[src/rtl/irq_pkg.sv]
package irq_pkg;
  localparam int CLS_W = 3;
  typedef enum logic [CLS_W-1:0] {
    CLS_RESET  = 3'd0,
    CLS_NMI    = 3'd1,
    CLS_DEBUG  = 3'd2,
    CLS_WDT    = 3'd3,
    CLS_PERIPH = 3'd4,
    CLS_STEP   = 3'd5,
    CLS_AMATCH = 3'd6
  } irq_cls_e;
endpackage

[src/rtl/irq_lvl_regs.sv]
module irq_lvl_regs #(
  parameter int N_SRC = 8,
  parameter int LVL_W = 3,
  localparam int IDX_W = (N_SRC > 1) ? $clog2(N_SRC) : 1
) (
  input  logic                   clk,
  input  logic                   rst,
  input  logic                   we,
  input  logic [IDX_W-1:0]       wsel,
  input  logic [LVL_W-1:0]       wdata,
  output logic [N_SRC*LVL_W-1:0] lvl_flat
);
  for (genvar g = 0; g < N_SRC; g++) begin : g_reg
    logic [LVL_W-1:0] lvl_q;
    always_ff @(posedge clk) begin
      if (rst)
        lvl_q <= '0;
      else if (we && (wsel == IDX_W'(g)))
        lvl_q <= wdata;
    end
    assign lvl_flat[g*LVL_W +: LVL_W] = lvl_q;
  end
endmodule

[src/rtl/irq_periph_pick.sv]
module irq_periph_pick #(
  parameter int N_SRC = 8,
  parameter int LVL_W = 3,
  localparam int IDX_W = (N_SRC > 1) ? $clog2(N_SRC) : 1
) (
  input  logic [N_SRC-1:0]       req,
  input  logic [N_SRC*LVL_W-1:0] lvl_flat,
  input  logic [LVL_W-1:0]       cpu_ipl,
  input  logic                   int_en,
  output logic                   found,
  output logic [IDX_W-1:0]       win_idx,
  output logic [LVL_W-1:0]       win_lvl
);
  logic [N_SRC-1:0] elig;

  for (genvar g = 0; g < N_SRC; g++) begin : g_elig
    logic [LVL_W-1:0] lv;
    assign lv      = lvl_flat[g*LVL_W +: LVL_W];
    assign elig[g] = req[g] && int_en && (lv != '0) && (lv > cpu_ipl);
  end

  // Scan from the highest index down; ">=" lets a lower index take over a tie.
  always_comb begin
    found   = 1'b0;
    win_idx = '0;
    win_lvl = '0;
    for (int i = N_SRC - 1; i >= 0; i--) begin
      if (elig[i] && (lvl_flat[i*LVL_W +: LVL_W] >= win_lvl)) begin
        found   = 1'b1;
        win_idx = IDX_W'(i);
        win_lvl = lvl_flat[i*LVL_W +: LVL_W];
      end
    end
  end
endmodule

[src/rtl/irq_class_sel.sv]
module irq_class_sel
  import irq_pkg::*;
#(
  parameter int N_SRC = 8,
  parameter int LVL_W = 3,
  localparam int IDX_W = (N_SRC > 1) ? $clog2(N_SRC) : 1
) (
  input  logic             req_reset,
  input  logic             req_nmi,
  input  logic             req_debug,
  input  logic             req_wdt,
  input  logic             req_step,
  input  logic             req_amatch,
  input  logic             p_found,
  input  logic [IDX_W-1:0] p_idx,
  input  logic [LVL_W-1:0] p_lvl,
  output logic             any,
  output irq_cls_e         cls,
  output logic [IDX_W-1:0] idx,
  output logic [LVL_W-1:0] lvl
);
  always_comb begin
    any = 1'b1;
    cls = CLS_RESET;
    idx = '0;
    lvl = '1;
    if      (req_reset)  cls = CLS_RESET;
    else if (req_nmi)    cls = CLS_NMI;
    else if (req_debug)  cls = CLS_DEBUG;
    else if (req_wdt)    cls = CLS_WDT;
    else if (p_found) begin
      cls = CLS_PERIPH;
      idx = p_idx;
      lvl = p_lvl;
    end
    else if (req_step)   cls = CLS_STEP;
    else if (req_amatch) cls = CLS_AMATCH;
    else                 any = 1'b0;
  end
endmodule

[src/rtl/irq_arbiter.sv]
module irq_arbiter
  import irq_pkg::*;
#(
  parameter int N_SRC = 8,
  parameter int LVL_W = 3,
  localparam int IDX_W = (N_SRC > 1) ? $clog2(N_SRC) : 1
) (
  input  logic             clk,
  input  logic             rst,
  input  logic             lvl_we,
  input  logic [IDX_W-1:0] lvl_wsel,
  input  logic [LVL_W-1:0] lvl_wdata,
  input  logic             req_reset,
  input  logic             req_nmi,
  input  logic             req_debug,
  input  logic             req_wdt,
  input  logic             req_step,
  input  logic             req_amatch,
  input  logic [N_SRC-1:0] periph_req,
  input  logic [LVL_W-1:0] cpu_ipl,
  input  logic             int_en,
  input  logic             ack,
  output logic             grant_vld,
  output logic [CLS_W-1:0] grant_cls,
  output logic [IDX_W-1:0] grant_idx,
  output logic [LVL_W-1:0] grant_lvl
);
  logic [N_SRC*LVL_W-1:0] lvl_flat;
  logic                   p_found;
  logic [IDX_W-1:0]       p_idx;
  logic [LVL_W-1:0]       p_lvl;
  logic                   w_any;
  irq_cls_e               w_cls;
  logic [IDX_W-1:0]       w_idx;
  logic [LVL_W-1:0]       w_lvl;

  irq_lvl_regs #(.N_SRC(N_SRC), .LVL_W(LVL_W)) u_regs (
    .clk(clk), .rst(rst), .we(lvl_we), .wsel(lvl_wsel),
    .wdata(lvl_wdata), .lvl_flat(lvl_flat)
  );

  irq_periph_pick #(.N_SRC(N_SRC), .LVL_W(LVL_W)) u_pick (
    .req(periph_req), .lvl_flat(lvl_flat), .cpu_ipl(cpu_ipl),
    .int_en(int_en), .found(p_found), .win_idx(p_idx), .win_lvl(p_lvl)
  );

  irq_class_sel #(.N_SRC(N_SRC), .LVL_W(LVL_W)) u_sel (
    .req_reset(req_reset), .req_nmi(req_nmi), .req_debug(req_debug),
    .req_wdt(req_wdt), .req_step(req_step), .req_amatch(req_amatch),
    .p_found(p_found), .p_idx(p_idx), .p_lvl(p_lvl),
    .any(w_any), .cls(w_cls), .idx(w_idx), .lvl(w_lvl)
  );

  logic load;
  assign load = req_reset || (!grant_vld && w_any);

  always_ff @(posedge clk) begin
    if (rst) begin
      grant_vld <= 1'b0;
      grant_cls <= '0;
      grant_idx <= '0;
      grant_lvl <= '0;
    end else if (load) begin
      grant_vld <= 1'b1;
      grant_cls <= w_cls;
      grant_idx <= w_idx;
      grant_lvl <= w_lvl;
    end else if (grant_vld && ack) begin
      grant_vld <= 1'b0;
    end
  end
endmodule

[config.mk]
export PLATFORM = sky130hd
export DESIGN_NAME = irq_arbiter
export DESIGN_NICKNAME = d
export VERILOG_FILES = /design/src/rtl/irq_pkg.sv /design/src/rtl/irq_lvl_regs.sv /design/src/rtl/irq_periph_pick.sv /design/src/rtl/irq_class_sel.sv /design/src/rtl/irq_arbiter.sv
export SDC_FILE = /design/constraint.sdc
export NUM_CORES = 1
export LEC_CHECK = 0
export ABC_AREA = 1
export BUFFER_PORTS_ARGS = -buffer_cell sky130_fd_sc_hd__buf_2
export CORE_MARGIN = 2
export CORE_UTILIZATION = 25
export DETAILED_ROUTE_END_ITERATION = 8
export PLACE_DENSITY = 0.39
export SLEW_MARGIN = 0
export SYNTH_ARGS = -nofsm -noshare
export SYNTH_HDL_FRONTEND = slang
export SYNTH_HIERARCHICAL = 1
export SYNTH_SLANG_ARGS = --single-unit
[constraint.sdc]
create_clock -name clk -period 24.3 [get_ports clk]
set_input_delay 6.075 -clock clk [delete_from_list [all_inputs] [get_ports clk]]
set_output_delay 6.075 -clock clk [all_outputs]
set_load 0.03 [all_outputs]
Word-level counts from Yosys, hierarchy flattened
Index checks and enable logic that the tools add are counted.
- register bits after elaboration: 34
- input port bits: 28
- logic and storage cells: 139
- magnitude comparators: 16
- equality and inequality tests: 7
- multiplexer cells: 50
- reductions and logical operators: 54
- operators by type and width (operator ; count):
    3-bit 2-to-1 mux ; 33
    1-bit logical AND ; 42
    3-bit > comparator ; 8
    3-bit nonzero test ; 8
    3-bit greater-or-equal comparator ; 7
    1-bit 2-to-1 mux ; 17
    3-bit == test, second input constant ; 4
    3-bit by 2-bit == test with 1-bit output, second input constant ; 2
    3-bit by 1-bit == test with 1-bit output, second input constant ; 1
    3-bit by 1-bit greater-or-equal comparator with 1-bit output, second input constant ; 1
    3-bit zero test ; 1
    2-bit nonzero test ; 1
    1-bit zero test ; 1
    1-bit logical OR ; 1

Depth between registers and ports, before layout
Gate-level depths: netlist of run 1.
- depth after elaboration: 34
- gate-level depth with buffers: 75

Cells and area by module
Netlist of run 1, hierarchy kept.
- modules (own cells, without submodules) (module ; instances ; cells each ; area each (µm²)):
    irq_periph_pick ; 1 ; 256 ; 1611.5
    irq_lvl_regs ; 1 ; 151 ; 997.2
    irq_arbiter ; 1 ; 66 ; 466.7
    irq_class_sel ; 1 ; 32 ; 155.1

Least setup slack after synthesis of run 1
No wires, ideal clock.
- path kind: input to register
- start: input port cpu_ipl[2]
- end: register grant_vld
- library setup time: 111 ps
- arrival time: 14293 ps
- setup slack: 9896 ps
- stages on the path: 73
- path buffers: 1
- cell sequence: inv_1 -> ha_1 -> nand3_1 -> nand3_1 -> nor2_2 -> inv_1 -> nor2_1 -> inv_1 -> ha_1 -> nand3_1 -> nand3_1 -> nand3_2 -> o21ai_0 -> ha_1 -> inv_1 -> nand2_1 -> o21ai_0 -> inv_1 -> (+37 left out) -> o211ai_1 -> nand2_1 -> or2_2 -> nand2_1 -> ha_1 -> a21oi_1 -> o211ai_1 -> nand3_1 -> nand2_1 -> a21oi_1 -> nand3_1 -> nor3_1 -> nand3_1 -> nand2_4 -> buf_8 -> nand3_1 -> nand2_1 -> inv_1
- longest elaborated chain between the ends: 33
- RTL lines (what ; line ; text):
    start: declaration ; irq_arbiter.sv:20 ; input logic [LVL_W-1:0] cpu_ipl,
    3-bit > comparator ; irq_periph_pick.sv:19 ; assign elig[g] = req[g] && int_en && (lv != '0) && (lv > cpu_ipl);
    1-bit logical AND ; irq_periph_pick.sv:19 ;
    1-bit logical AND ; irq_periph_pick.sv:28 ; if (elig[i] && (lvl_flat[i*LVL_W +: LVL_W] >= win_lvl)) begin
    3-bit 2-to-1 mux ; irq_periph_pick.sv:28 ;
    3-bit greater-or-equal comparator ; irq_periph_pick.sv:28 ;
    1-bit logical AND ; irq_periph_pick.sv:28 ;
    3-bit 2-to-1 mux ; irq_periph_pick.sv:28 ;
    3-bit greater-or-equal comparator ; irq_periph_pick.sv:28 ;
    (+17 left out) ; -- ;
    net p_found ; irq_arbiter.sv:29 ; logic p_found;
    (+1 left out) ; -- ;
    1-bit 2-to-1 mux * ; irq_class_sel.sv:30 ; else if (req_wdt) cls = CLS_WDT;
    1-bit 2-to-1 mux * ; irq_class_sel.sv:29 ; else if (req_debug) cls = CLS_DEBUG;
    1-bit 2-to-1 mux * ; irq_class_sel.sv:28 ; else if (req_nmi) cls = CLS_NMI;
    1-bit 2-to-1 mux * ; irq_class_sel.sv:27 ; if (req_reset) cls = CLS_RESET;
    net w_any ; irq_arbiter.sv:32 ; logic w_any;
    1-bit logical AND * ; irq_arbiter.sv:55 ; assign load = req_reset || (!grant_vld && w_any);
    1-bit logical OR * ; irq_arbiter.sv:55 ;
    1-bit 2-to-1 mux / 2-bit nonzero test (equally long branches) ; -- ;
    end signal: assignment ; irq_arbiter.sv:59 ; grant_vld <= 1'b0;
    end signal: assignment ; irq_arbiter.sv:64 ; grant_vld <= 1'b1;
    end signal: assignment ; irq_arbiter.sv:69 ; grant_vld <= 1'b0;
    end: declaration ; irq_arbiter.sv:23 ; output logic grant_vld,
Mark *: on every way through the listed nets, which the timed path passes. The rest lies on a longest branch.
A chain may end at the register's enable or synchronous reset.

Worst setup path after layout of run 1
- start: input port cpu_ipl[2]
- end: register grant_idx[2]
- longest elaborated chain between the ends: 32
- RTL lines (what ; line ; text):
    3-bit > comparator ; irq_periph_pick.sv:19 ;
    1-bit logical AND ; irq_periph_pick.sv:19 ;
    1-bit logical AND ; irq_periph_pick.sv:28 ;
    3-bit 2-to-1 mux ; irq_periph_pick.sv:28 ;
    3-bit greater-or-equal comparator ; irq_periph_pick.sv:28 ;
    1-bit logical AND ; irq_periph_pick.sv:28 ;
    3-bit 2-to-1 mux ; irq_periph_pick.sv:28 ;
    3-bit greater-or-equal comparator ; irq_periph_pick.sv:28 ;
    (+17 left out) ; -- ;
    net p_found ; irq_arbiter.sv:29 ;
    1-bit 2-to-1 mux * ; irq_class_sel.sv:31 ; else if (p_found) begin
    1-bit 2-to-1 mux * ; irq_class_sel.sv:30 ;
    1-bit 2-to-1 mux * ; irq_class_sel.sv:29 ;
    1-bit 2-to-1 mux * ; irq_class_sel.sv:28 ;
    1-bit 2-to-1 mux * ; irq_class_sel.sv:27 ;
    net w_any ; irq_arbiter.sv:32 ;
    1-bit logical AND * ; irq_arbiter.sv:55 ;
    1-bit logical OR * ; irq_arbiter.sv:55 ;
    end signal: assignment ; irq_arbiter.sv:66 ; grant_idx <= w_idx;
    end: declaration ; irq_arbiter.sv:25 ; output logic [IDX_W-1:0] grant_idx,
Marks and branches as above.

==> summary.txt, run 1 <==
Status
  • Run status: finished, final reports clean

Timing
  • RSZ-0062 raised after global routing: false
  • Setup ws final: around 9.0 ns
  • Final setup viols: 0
  • Final hold viol count: 0
  • Fmax: 65.3 MHz
  • Skew final: 0.00437 ns
  • Post-layout minimum cycle time: about 15 ns
  • Worst Tran Pin Value: 0.727 ns
  • Final setup TNS: 0 ns
  • Slew Limit Fails: 0
  • Tightest hold margin: 0.504 ns
  • Slew HR: about half
  • Final period util: a little over three fifths

Synth
  • Synth Area per Inst: between 6 and 7 sq um
  • Post-synthesis async set-or-reset flop share: 0%
  • Ys flop type: dfxtp_1
  • Ys Warns: 6
  • FF+latch count, synth: 34
  • Yosys cell types: 31
  • Post-synth EDFFs: 0
  • Syn Nets: around 570
  • Post-synthesis cell area: 0.00323 sq mm
  • Sequential share of the synthesized area: approximately a fifth
  • Synth Instances: 505

Floorplan
  • I/O pin total: 38
  • Core area: 0.0126 sq mm
  • Starting Density: 25.6%
  • Die X: 118 um
  • Die Y: 118 um
  • # rows: 41
  • Die area: about 0.014 sq mm

Worst setup path
  • CP most frequent cell: nand2_1
  • Slowest stage delay, CP: 0.35 ns
  • Reg2reg end: grant_idx[2]$_SDFFE_PP0P_
  • Reg2reg setup slack: around 15 ns
  • Crit Path Class: input pin to flop
  • Critical Path Sink: grant_idx[2]$_SDFFE_PP0P_
  • Reg-to-reg startpoint: u_regs/g_reg[7].lvl_q[0]$_SDFFE_PP0P_
  • Required time of the critical path: 24.47 ns
  • Critical path data arrival time: 15.49 ns
  • CP Launch Type: input pin
  • Maximum fanout along the worst path: 19
  • Slowest-stage cell, CP: or2_2
  • Crit end category: flop
  • R2R depth: 70
  • Critical path origin: cpu_ipl[2]

CTS
  • Clk root buf: clkbuf_16
  • CTS Sinks: 34
  • Post-CTS Setup Inserts: 0
  • Clock-pin slew on the worst setup and hold paths: 0.06 ns
  • Clk_lat worst skew: 0.28 ns
  • Total CTS buffers: 5
  • Count of hold-fix buffers inserted at cts: 0
  • CTS tree: done
  • Clock Path Buffers: 2
  • # resized after CTS: 0
  • H-tree levels: 2

Layout
  • Final core occ: 29.9%
  • Fin nets: 613
  • Area grow syn2layout: 16.8%
  • Layout cells sized above 1: 15.8%
  • Commonest non-fill, non-tap cell in the layout: nand2_1
  • Number of diodes: 0
  • Commonest non-fill, non-tap cells in the layout: nand2_1, nor2_1, inv_1, nand3_1, ha_1

Global route
  • First-pass GRT wire length: 14400 um
  • GRT Util Overall: 12.8%
  • Initial antenna violation count: 0
  • Vias in the first global route: 2949
  • Grt total ovfl: 0
  • Largest net degree at the start of global routing: 25

Drt
  • # DRC: 0
  • DR pass1 iterations: 4
  • Routed vias/inst: ~4.3
  • Antenna Violating Nets Remaining: 0
  • First DRT Iteration DRCs: 196
  • Routed Wire Length: a little over 8000 um
  • WL/cell: 11.6 um
  • DR vias: 3092

Placed design
  • Dpl hpwl: 6840 um
  • I/O Buffers: 37
  • Final GP Congestion: 0.770
  • Setup WS pre-CTS: 8.62 ns

Min path
  • Worst hold path class: flop to flop

Power and ir drop
  • PwrDens: roughly 47 mW/mm^2
  • Leak: roughly 1.8 nW
  • Power Total: 0.179 mW
  • Worst vdd ir: roughly 0.022 mV

Flow run
  • Max-Cap Viols: 0
[through the flow]
step | instances | cell area, sq um
floorplan | 505 | 3230
global placement | 709 | 3580
detailed placement | 709 | 3580
CTS | 717 | 3770
global route | 717 | 3770
finish | 717 | 3770
[final cells by class]
type                       count  area (sq um)
clock buffer                   5           125
clock inverter                 3          68.8
fill                        1456          8850
inverter                      74           278
multi-input combinational    392          2220
sequential                    34           681
tap                          172           215
timing repair buffer          37           185
[Yosys cell counts (2+ instances only)]
cell type	n	share of area, %
nand2_1	102	12
nor2_1	95	11
inv_1	69	8.0
nand3_1	61	9.4
ha_1	41	16
dfxtp_1	34	21
a21oi_1	15	2.3
o21ai_0	13	2.0
nand2_2	11	2.1
nand2_4	9	3.1
nand3_2	7	2.2
a211oi_1	5	1.2
a311oi_1	4	1.1
and2_1	4	0.77
inv_2	4	0.46
nor3_1	4	0.62
o311ai_0	4	1.1
buf_4	3	0.70
nor2_2	3	0.58
o211ai_1	3	0.70
nor2_4	2	0.70
o21bai_1	2	0.46
or2_2	2	0.39
[worst max-delay path: cells and delay by family]
kind | cells | cell delay, ns
buffers and inverters | 11 | 0.87
adders and majority gates | 8 | 2.33
AOI/OAI and AO/OA | 11 | 1.87
and+or+nand+nor | 41 | 4.33
[routing by layer]
| layer | part of all wire (%) | vias up | global-route usage, % | routed length [um] |
|---|---|---|---|---|
| li1 | - | 1718 | - | - |
| met2 | 44 | 43 | 20.3 | 3620 |
| met3 | 2.2 | 5 | 2.13 | 179 |
| met4 | 0.89 | 0 | 3.16 | 74 |
| met5 | 0 | - | 0 | 0 |
| met1 | 53 | 1326 | 17.8 | 4430 |
[registers in the layout (all words and copies together) (netlist names)]
signal          cells
grant_vld           1
u_regs/g.lvl_q     24
grant_cls           3
grant_idx           3
grant_lvl           3
[how the worst min path moves through the flow]
stage / startpoint / end / slack, ns / depth (start not counted)
2_1_floorplan: u_regs/g_reg[6].lvl_q[0]$_SDFFE_PP0P_ / u_regs/g_reg[6].lvl_q[0]$_SDFFE_PP0P_ / 0.46 / 2
3_3_place_gp: u_regs/g_reg[3].lvl_q[0]$_SDFFE_PP0P_ / u_regs/g_reg[3].lvl_q[0]$_SDFFE_PP0P_ / 0.50 / 2
3_5_place_dp: u_regs/g_reg[3].lvl_q[0]$_SDFFE_PP0P_ / u_regs/g_reg[3].lvl_q[0]$_SDFFE_PP0P_ / 0.49 / 2
4_1_cts: u_regs/g_reg[3].lvl_q[0]$_SDFFE_PP0P_ / u_regs/g_reg[3].lvl_q[0]$_SDFFE_PP0P_ / 0.50 / 2
5_1_grt: u_regs/g_reg[6].lvl_q[0]$_SDFFE_PP0P_ / u_regs/g_reg[6].lvl_q[0]$_SDFFE_PP0P_ / 0.52 / 2
6_report: u_regs/g_reg[3].lvl_q[0]$_SDFFE_PP0P_ / u_regs/g_reg[3].lvl_q[0]$_SDFFE_PP0P_ / 0.50 / 2
[cell families after synthesis]
| logic type | synth area share, % |
|---|---|
| AO/OA/AOI/OAI | 9.29 |
| adder cells (fa/ha/maj) | 15.9 |
| buffers and inverters | 10.2 |
| flip-flops | 21.1 |
| AND/OR/NAND/NOR | 43.6 |
[power by group]
group	switching [mW]	internal, mW	total (mW)
combinational	0.0212	0.0118	0.0330
sequential	0.00240	0.0582	0.0606
clock	0.0262	0.0590	0.0852
total	0.0498	0.129	0.179
Power figures use the tool's default switching activity.
==> inputs of run 2 (changes only) <==
--- a/config.mk
+++ b/config.mk
@@ -10,7 +10,7 @@
 export CORE_MARGIN = 2
 export CORE_UTILIZATION = 25
 export DETAILED_ROUTE_END_ITERATION = 8
-export PLACE_DENSITY = 0.39
+export PLACE_DENSITY = 0.4
 export SLEW_MARGIN = 0
 export SYNTH_ARGS = -nofsm -noshare
 export SYNTH_HDL_FRONTEND = slang
==> constraint.sdc (replaced) <==
create_clock -name clk -period 12.33 [get_ports clk]
set_input_delay 3.0825 -clock clk [delete_from_list [all_inputs] [get_ports clk]]
set_output_delay 3.0825 -clock clk [all_outputs]
set_load 0.03 [all_outputs]
==> summary.txt, run 2 (same netlist as run 1, synthesis figures left out) <==
Timing
  • Final hold viol count: 0
  • Final setup viols: 0
  • Worst Tran Pin Value: 0.768 ns
  • Final setup TNS: 0 ns
  • Slew Limit Fails: 0
  • Slew HR: a little under 50%
  • Final period util: roughly 93%
  • Post-layout minimum cycle time: 11.50 ns
  • Fmax: ~87 MHz
  • Setup ws final: 0.832 ns
  • Skew final: 0.00368 ns

Worst setup path
  • Crit end category: flop
  • R2R depth: 71
  • Reg-to-reg startpoint: u_regs/g_reg[7].lvl_q[0]$_SDFFE_PP0P_
  • Critical path origin: cpu_ipl[2]
  • Critical path data arrival time: 11.67 ns
  • Crit Path Class: input pin to flop
  • Slowest stage delay, CP: 0.32 ns
  • CP Launch Type: input pin
  • Maximum fanout along the worst path: 8
  • Slowest-stage cell, CP: ha_1
  • Reg2reg end: grant_idx[1]$_SDFFE_PP0P_
  • Reg2reg setup slack: 3.35 ns
  • Critical Path Sink: grant_idx[1]$_SDFFE_PP0P_
  • Required time of the critical path: 12.50 ns

Global route
  • Grt total ovfl: 0
  • First-pass GRT wire length: between 10000 and 15000 um
  • Initial antenna violation count: 0
  • GRT Util Overall: 12.9%
  • Largest net degree at the start of global routing: 25
  • Vias in the first global route: 3092

Placed design
  • DP Cell Count: 715
  • I/O Buffers: 37
  • Setup WS pre-CTS: 0.0392 ns
  • Dpl hpwl: approximately 6900 um
  • Final GP Congestion: 0.845

Floorplan
  • Starting Density: 25.6%
  • Die Y: 118 um
  • # rows: 41
  • Die X: 118 um
  • Core area: 0.0126 sq mm
  • Die area: 0.0138 sq mm
  • I/O pin total: 38

Layout
  • Area grow syn2layout: 21.5%
  • Layout cells sized above 1: 19.4%
  • Post-route insts no fill: 729
  • Max reg flops: 24
  • Number of diodes: 0
  • Final core occ: 31.1%
  • Commonest non-fill, non-tap cell in the layout: nand2_1
  • Fin nets: 625
  • Top reg by flops: u_regs/g.lvl_q
  • Commonest non-fill, non-tap cells in the layout: nand2_1, nor2_1, inv_1, nand3_1, ha_1

CTS
  • H-tree levels: 2
  • Total CTS buffers: 5
  • Clk root buf: clkbuf_16
  • Clock-pin slew on the worst setup and hold paths: 0.06 ns
  • Count of hold-fix buffers inserted at cts: 0
  • Clock Path Buffers: 2
  • Clk_lat worst skew: 0.28 ns
  • CTS tree: done
  • CTS Sinks: 34

Drt
  • DR vias: 3181
  • Routed vias/inst: 4.36
  • WL/cell: 11.7 um
  • First DRT Iteration DRCs: 135
  • # DRC: 0
  • Routed Wire Length: 8530 um
  • DR pass1 iterations: 4
  • Antenna Violating Nets Remaining: 0

Power and ir drop
  • Leak: 1.91 nW
  • Worst vdd ir: 0.0482 mV
  • PwrDens: 90.7 mW/mm^2

Min path
  • Worst hold path class: flop to flop
  • Hold path depth: 2

Status
  • Run status: finished, final reports clean

Flow run
  • Max-Cap Viols: 0
## run 2: cell types whose count changed in the layout (fill, tap and decap cells not counted), sizes merged
| cell | change |
|---|---|
| nand2 | +3 |
| buf | +9 |
## run 2: critical path, delay by kind of cell
family / cells / cell delay, ns
AO/OA/AOI/OAI: 12 / 1.76
AND/OR/NAND/NOR: 41 / 3.90
buffers and inverters: 11 / 0.65
adder cells (fa/ha/maj): 8 / 2.24
## run 2: worst min-delay path by stage
stage,from,to,slack [ns]
2_1_floorplan,u_regs/g_reg[6].lvl_q[0]$_SDFFE_PP0P_,u_regs/g_reg[6].lvl_q[0]$_SDFFE_PP0P_,0.46
5_1_grt,u_regs/g_reg[6].lvl_q[0]$_SDFFE_PP0P_,u_regs/g_reg[6].lvl_q[0]$_SDFFE_PP0P_,0.52
3_5_place_dp,u_regs/g_reg[6].lvl_q[0]$_SDFFE_PP0P_,u_regs/g_reg[6].lvl_q[0]$_SDFFE_PP0P_,0.48
6_report,u_regs/g_reg[6].lvl_q[0]$_SDFFE_PP0P_,u_regs/g_reg[6].lvl_q[0]$_SDFFE_PP0P_,0.49
3_3_place_gp,u_regs/g_reg[6].lvl_q[0]$_SDFFE_PP0P_,u_regs/g_reg[6].lvl_q[0]$_SDFFE_PP0P_,0.47
4_1_cts,u_regs/g_reg[6].lvl_q[0]$_SDFFE_PP0P_,u_regs/g_reg[6].lvl_q[0]$_SDFFE_PP0P_,0.49
## run 2: layout make-up
type	instances	area, sq um
clock inverters	3	68.8
multi-input cells	395	2300
clock buffers	5	125
flip-flops and latches	34	681
repair buffers	46	253
inverters	74	278
well taps	172	215
fillers	1447	8690
## run 2: timing repair
item                       in CTS  in global routing
buffers inserted                0                  3
resized for setup               0                 19
setup endpoints to repair       0                 10
## run 2: where the power goes
part / switching (mW) / leakage [nW] / internal, mW
sequential: 0.00469 / 0.278 / 0.115
clock: 0.0514 / 0.0940 / 0.116
combinational: 0.0438 / 1.54 / 0.0252
## run 2: per-stage QoR
| step | power (mW) | hold slack (ns) | area, sq um |
|---|---|---|---|
| 4_1_cts | 0.361 | 0.491 | 3820 |
| 6_report | 0.356 | 0.493 | 3930 |
| 2_1_floorplan | 0.169 | 0.455 | 3230 |
| 3_5_place_dp | 0.189 | 0.482 | 3620 |
| 3_3_place_gp | 0.187 | 0.474 | 3620 |
| 5_1_grt | 0.379 | 0.520 | 3930 |
## run 2: metal layers
layer | global-route usage [%] | routed length, um | vias to the layer above
li1 | - | - | 1746
met1 | 17.4 | 4220 | 1380
met2 | 20.7 | 3890 | 45
met3 | 2.71 | 297 | 10
met4 | 3.61 | 118 | 0
met5 | 0 | 0 | -
==> inputs of run 3 (changes only) <==
--- a/config.mk
+++ b/config.mk
@@ -7,7 +7,6 @@
 export LEC_CHECK = 0
 export ABC_AREA = 1
 export BUFFER_PORTS_ARGS = -buffer_cell sky130_fd_sc_hd__buf_2
-export CORE_MARGIN = 2
 export CORE_UTILIZATION = 25
 export DETAILED_ROUTE_END_ITERATION = 8
 export PLACE_DENSITY = 0.4
==> summary.txt, run 3 (same netlist as run 1, synthesis figures left out) <==
Layout
  • Max reg flops: 24
  • Number of diodes: 0
  • Commonest non-fill, non-tap cells in the layout: nand2_1, nor2_1, inv_1, nand3_1, ha_1
  • Area grow syn2layout: 20.3%
  • Register Area: 681 sq um
  • Fin nets: 626
  • Design Area, Final: between 0.003 and 0.004 sq mm
  • Area occupied by multi-input gates: 0.00230 sq mm
  • Layout cells sized above 1: 19.2%
  • Commonest non-fill, non-tap cell in the layout: nand2_1
  • Layout fillers: ~1.5k
  • Top reg by flops: u_regs/g.lvl_q

Power and ir drop
  • Switching Fraction: 30.3%
  • Leak: around 1.9 nW
  • P_sw: 0.0960 mW
  • Worst vdd ir: 0.0393 mV
  • Logic pwr share: between 20 and 25%
  • Reg power frac: approximately 38%
  • Power Total: 0.316 mW
  • Internal power: 0.220 mW
  • Clock power frac: 40.3%
  • PwrDens: 81.4 mW/mm^2

Global route
  • Grt total ovfl: 0
  • First-pass GRT wire length: 14200 um
  • Initial antenna violation count: 0
  • GRT Util Overall: 13.5%
  • Vias in the first global route: roughly 3k
  • Largest net degree at the start of global routing: 25

Placed design
  • Setup WS pre-CTS: 0.0847 ns
  • Placed inst area: 0.00362 sq mm
  • Final GP Congestion: 0.771
  • Dpl hpwl: 6870 um
  • I/O Buffers: 37

CTS
  • H-tree levels: 2
  • Count of hold-fix buffers inserted at cts: 0
  • Clk root buf: clkbuf_16
  • Clk_lat worst skew: 0.28 ns
  • Clock Path Buffers: 2
  • CTS Sinks: 34
  • Clock-pin slew on the worst setup and hold paths: 0.05 ns
  • CTS tree: done
  • Total CTS buffers: 5

Worst setup path
  • Crit end category: flop
  • Maximum fanout along the worst path: 9
  • Required time of the critical path: 12.51 ns
  • CP Launch Type: input pin
  • CP most frequent cell: nand2_1
  • Slowest-stage cell, CP: ha_1
  • Crit Path Class: input pin to flop
  • Critical path data arrival time: 11.50 ns
  • Slowest stage delay, CP: approximately 0.32 ns

Drt
  • Routed vias/inst: 4.43
  • Routed Wire Length: 8510 um
  • Antenna Violating Nets Remaining: 0
  • DR pass1 iterations: 4
  • First DRT Iteration DRCs: 133
  • DR vias: 3232
  • # DRC: 0
  • WL/cell: 11.7 um

Timing
  • Post-layout minimum cycle time: 11.32 ns
  • Final setup TNS: 0 ns
  • Worst Tran Pin Value: 0.846 ns
  • Slew Limit Fails: 0
  • Fmax: 88.3 MHz
  • Final hold viol count: 0
  • Final period util: 91.8%
  • Setup ws final: approximately 1.0 ns
  • Skew final: 0.00286 ns
  • Final setup viols: 0
  • Slew HR: 43.2%

Floorplan
  • Die X: ~120 um
  • Die area: about 0.013 sq mm
  • Starting Density: 25.6%
  • # rows: 41
  • I/O pin total: 38
  • Core area: approximately 0.013 sq mm
  • Die Y: ~120 um

Flow run
  • Max-Cap Viols: 0

Status
  • Run status: finished, final reports clean

Min path
  • Worst hold path class: flop to flop
==> run 3: timing repair <==
item / in CTS / in global routing
buffers inserted: 0 / 5
endpoints found under the setup margin: 0 / 10
gates resized for setup: 0 / 20
==> run 3: final cells by class <==
cell class | count | share of cell area [%]
multi-input cells | 394 | 59.1
flip-flops and latches | 34 | 17.5
inverters | 74 | 7.15
repair buffers | 48 | 6.89
well taps | 172 | 5.54
clock buffers | 7 | 3.67
clock inverters | 1 | 0.129
==> run 3: through the flow <==
stage / utilization [%] / cells / hold WS (ns)
2_1_floorplan: - / 505 / 0.455
3_3_place_gp: 28.7 / 715 / 0.476
3_5_place_dp: 28.7 / 715 / 0.489
4_1_cts: 29.9 / 723 / 0.497
5_1_grt: 30.8 / 730 / 0.524
6_report: 30.8 / 730 / 0.496
==> run 3: routing by layer <==
layer	routed length (um)	up-vias	track usage (%)	share of wire, %
li1	-	1747	-	-
met1	4220	1426	17.9	50
met2	3820	51	22.0	45
met3	296	8	2.51	3.5
met4	166	0	4.62	2.0
met5	0	-	0	0
==> run 3: power groups by stage <==
stage	Combinational, mW	Clock (mW)	Sequential, mW
after floorplan	0.0447	0	0.124
after global placement	0.0656	0	0.122
after detailed placement	0.0670	0	0.122
after global routing	0.0804	0.136	0.120
final	0.0694	0.127	0.119
after CTS	0.0673	0.133	0.119
==> run 3: worst paths after layout <==
check | from | to | slack (ns) | cells after the start
max | cpu_ipl[2] | grant_vld$_SDFFE_PP0P_ | 1.01 | 75
min | u_regs/g_reg[6].lvl_q[0]$_SDFFE_PP0P_ | u_regs/g_reg[6].lvl_q[0]$_SDFFE_PP0P_ | 0.50 | 2
min reg2reg | u_regs/g_reg[6].lvl_q[0]$_SDFFE_PP0P_ | u_regs/g_reg[6].lvl_q[0]$_SDFFE_PP0P_ | 0.50 | 2
max reg2reg | u_regs/g_reg[7].lvl_q[0]$_SDFFE_PP0P_ | grant_vld$_SDFFE_PP0P_ | 3.52 | 74
==> run 3: critical path: cells and delay by family <==
kind,cells,cell delay [ns]
buffers and inverters,13,0.86
adder cells (fa/ha/maj),8,2.24
AND/OR/NAND/NOR,42,3.85
AO/OA/AOI/OAI,12,1.46
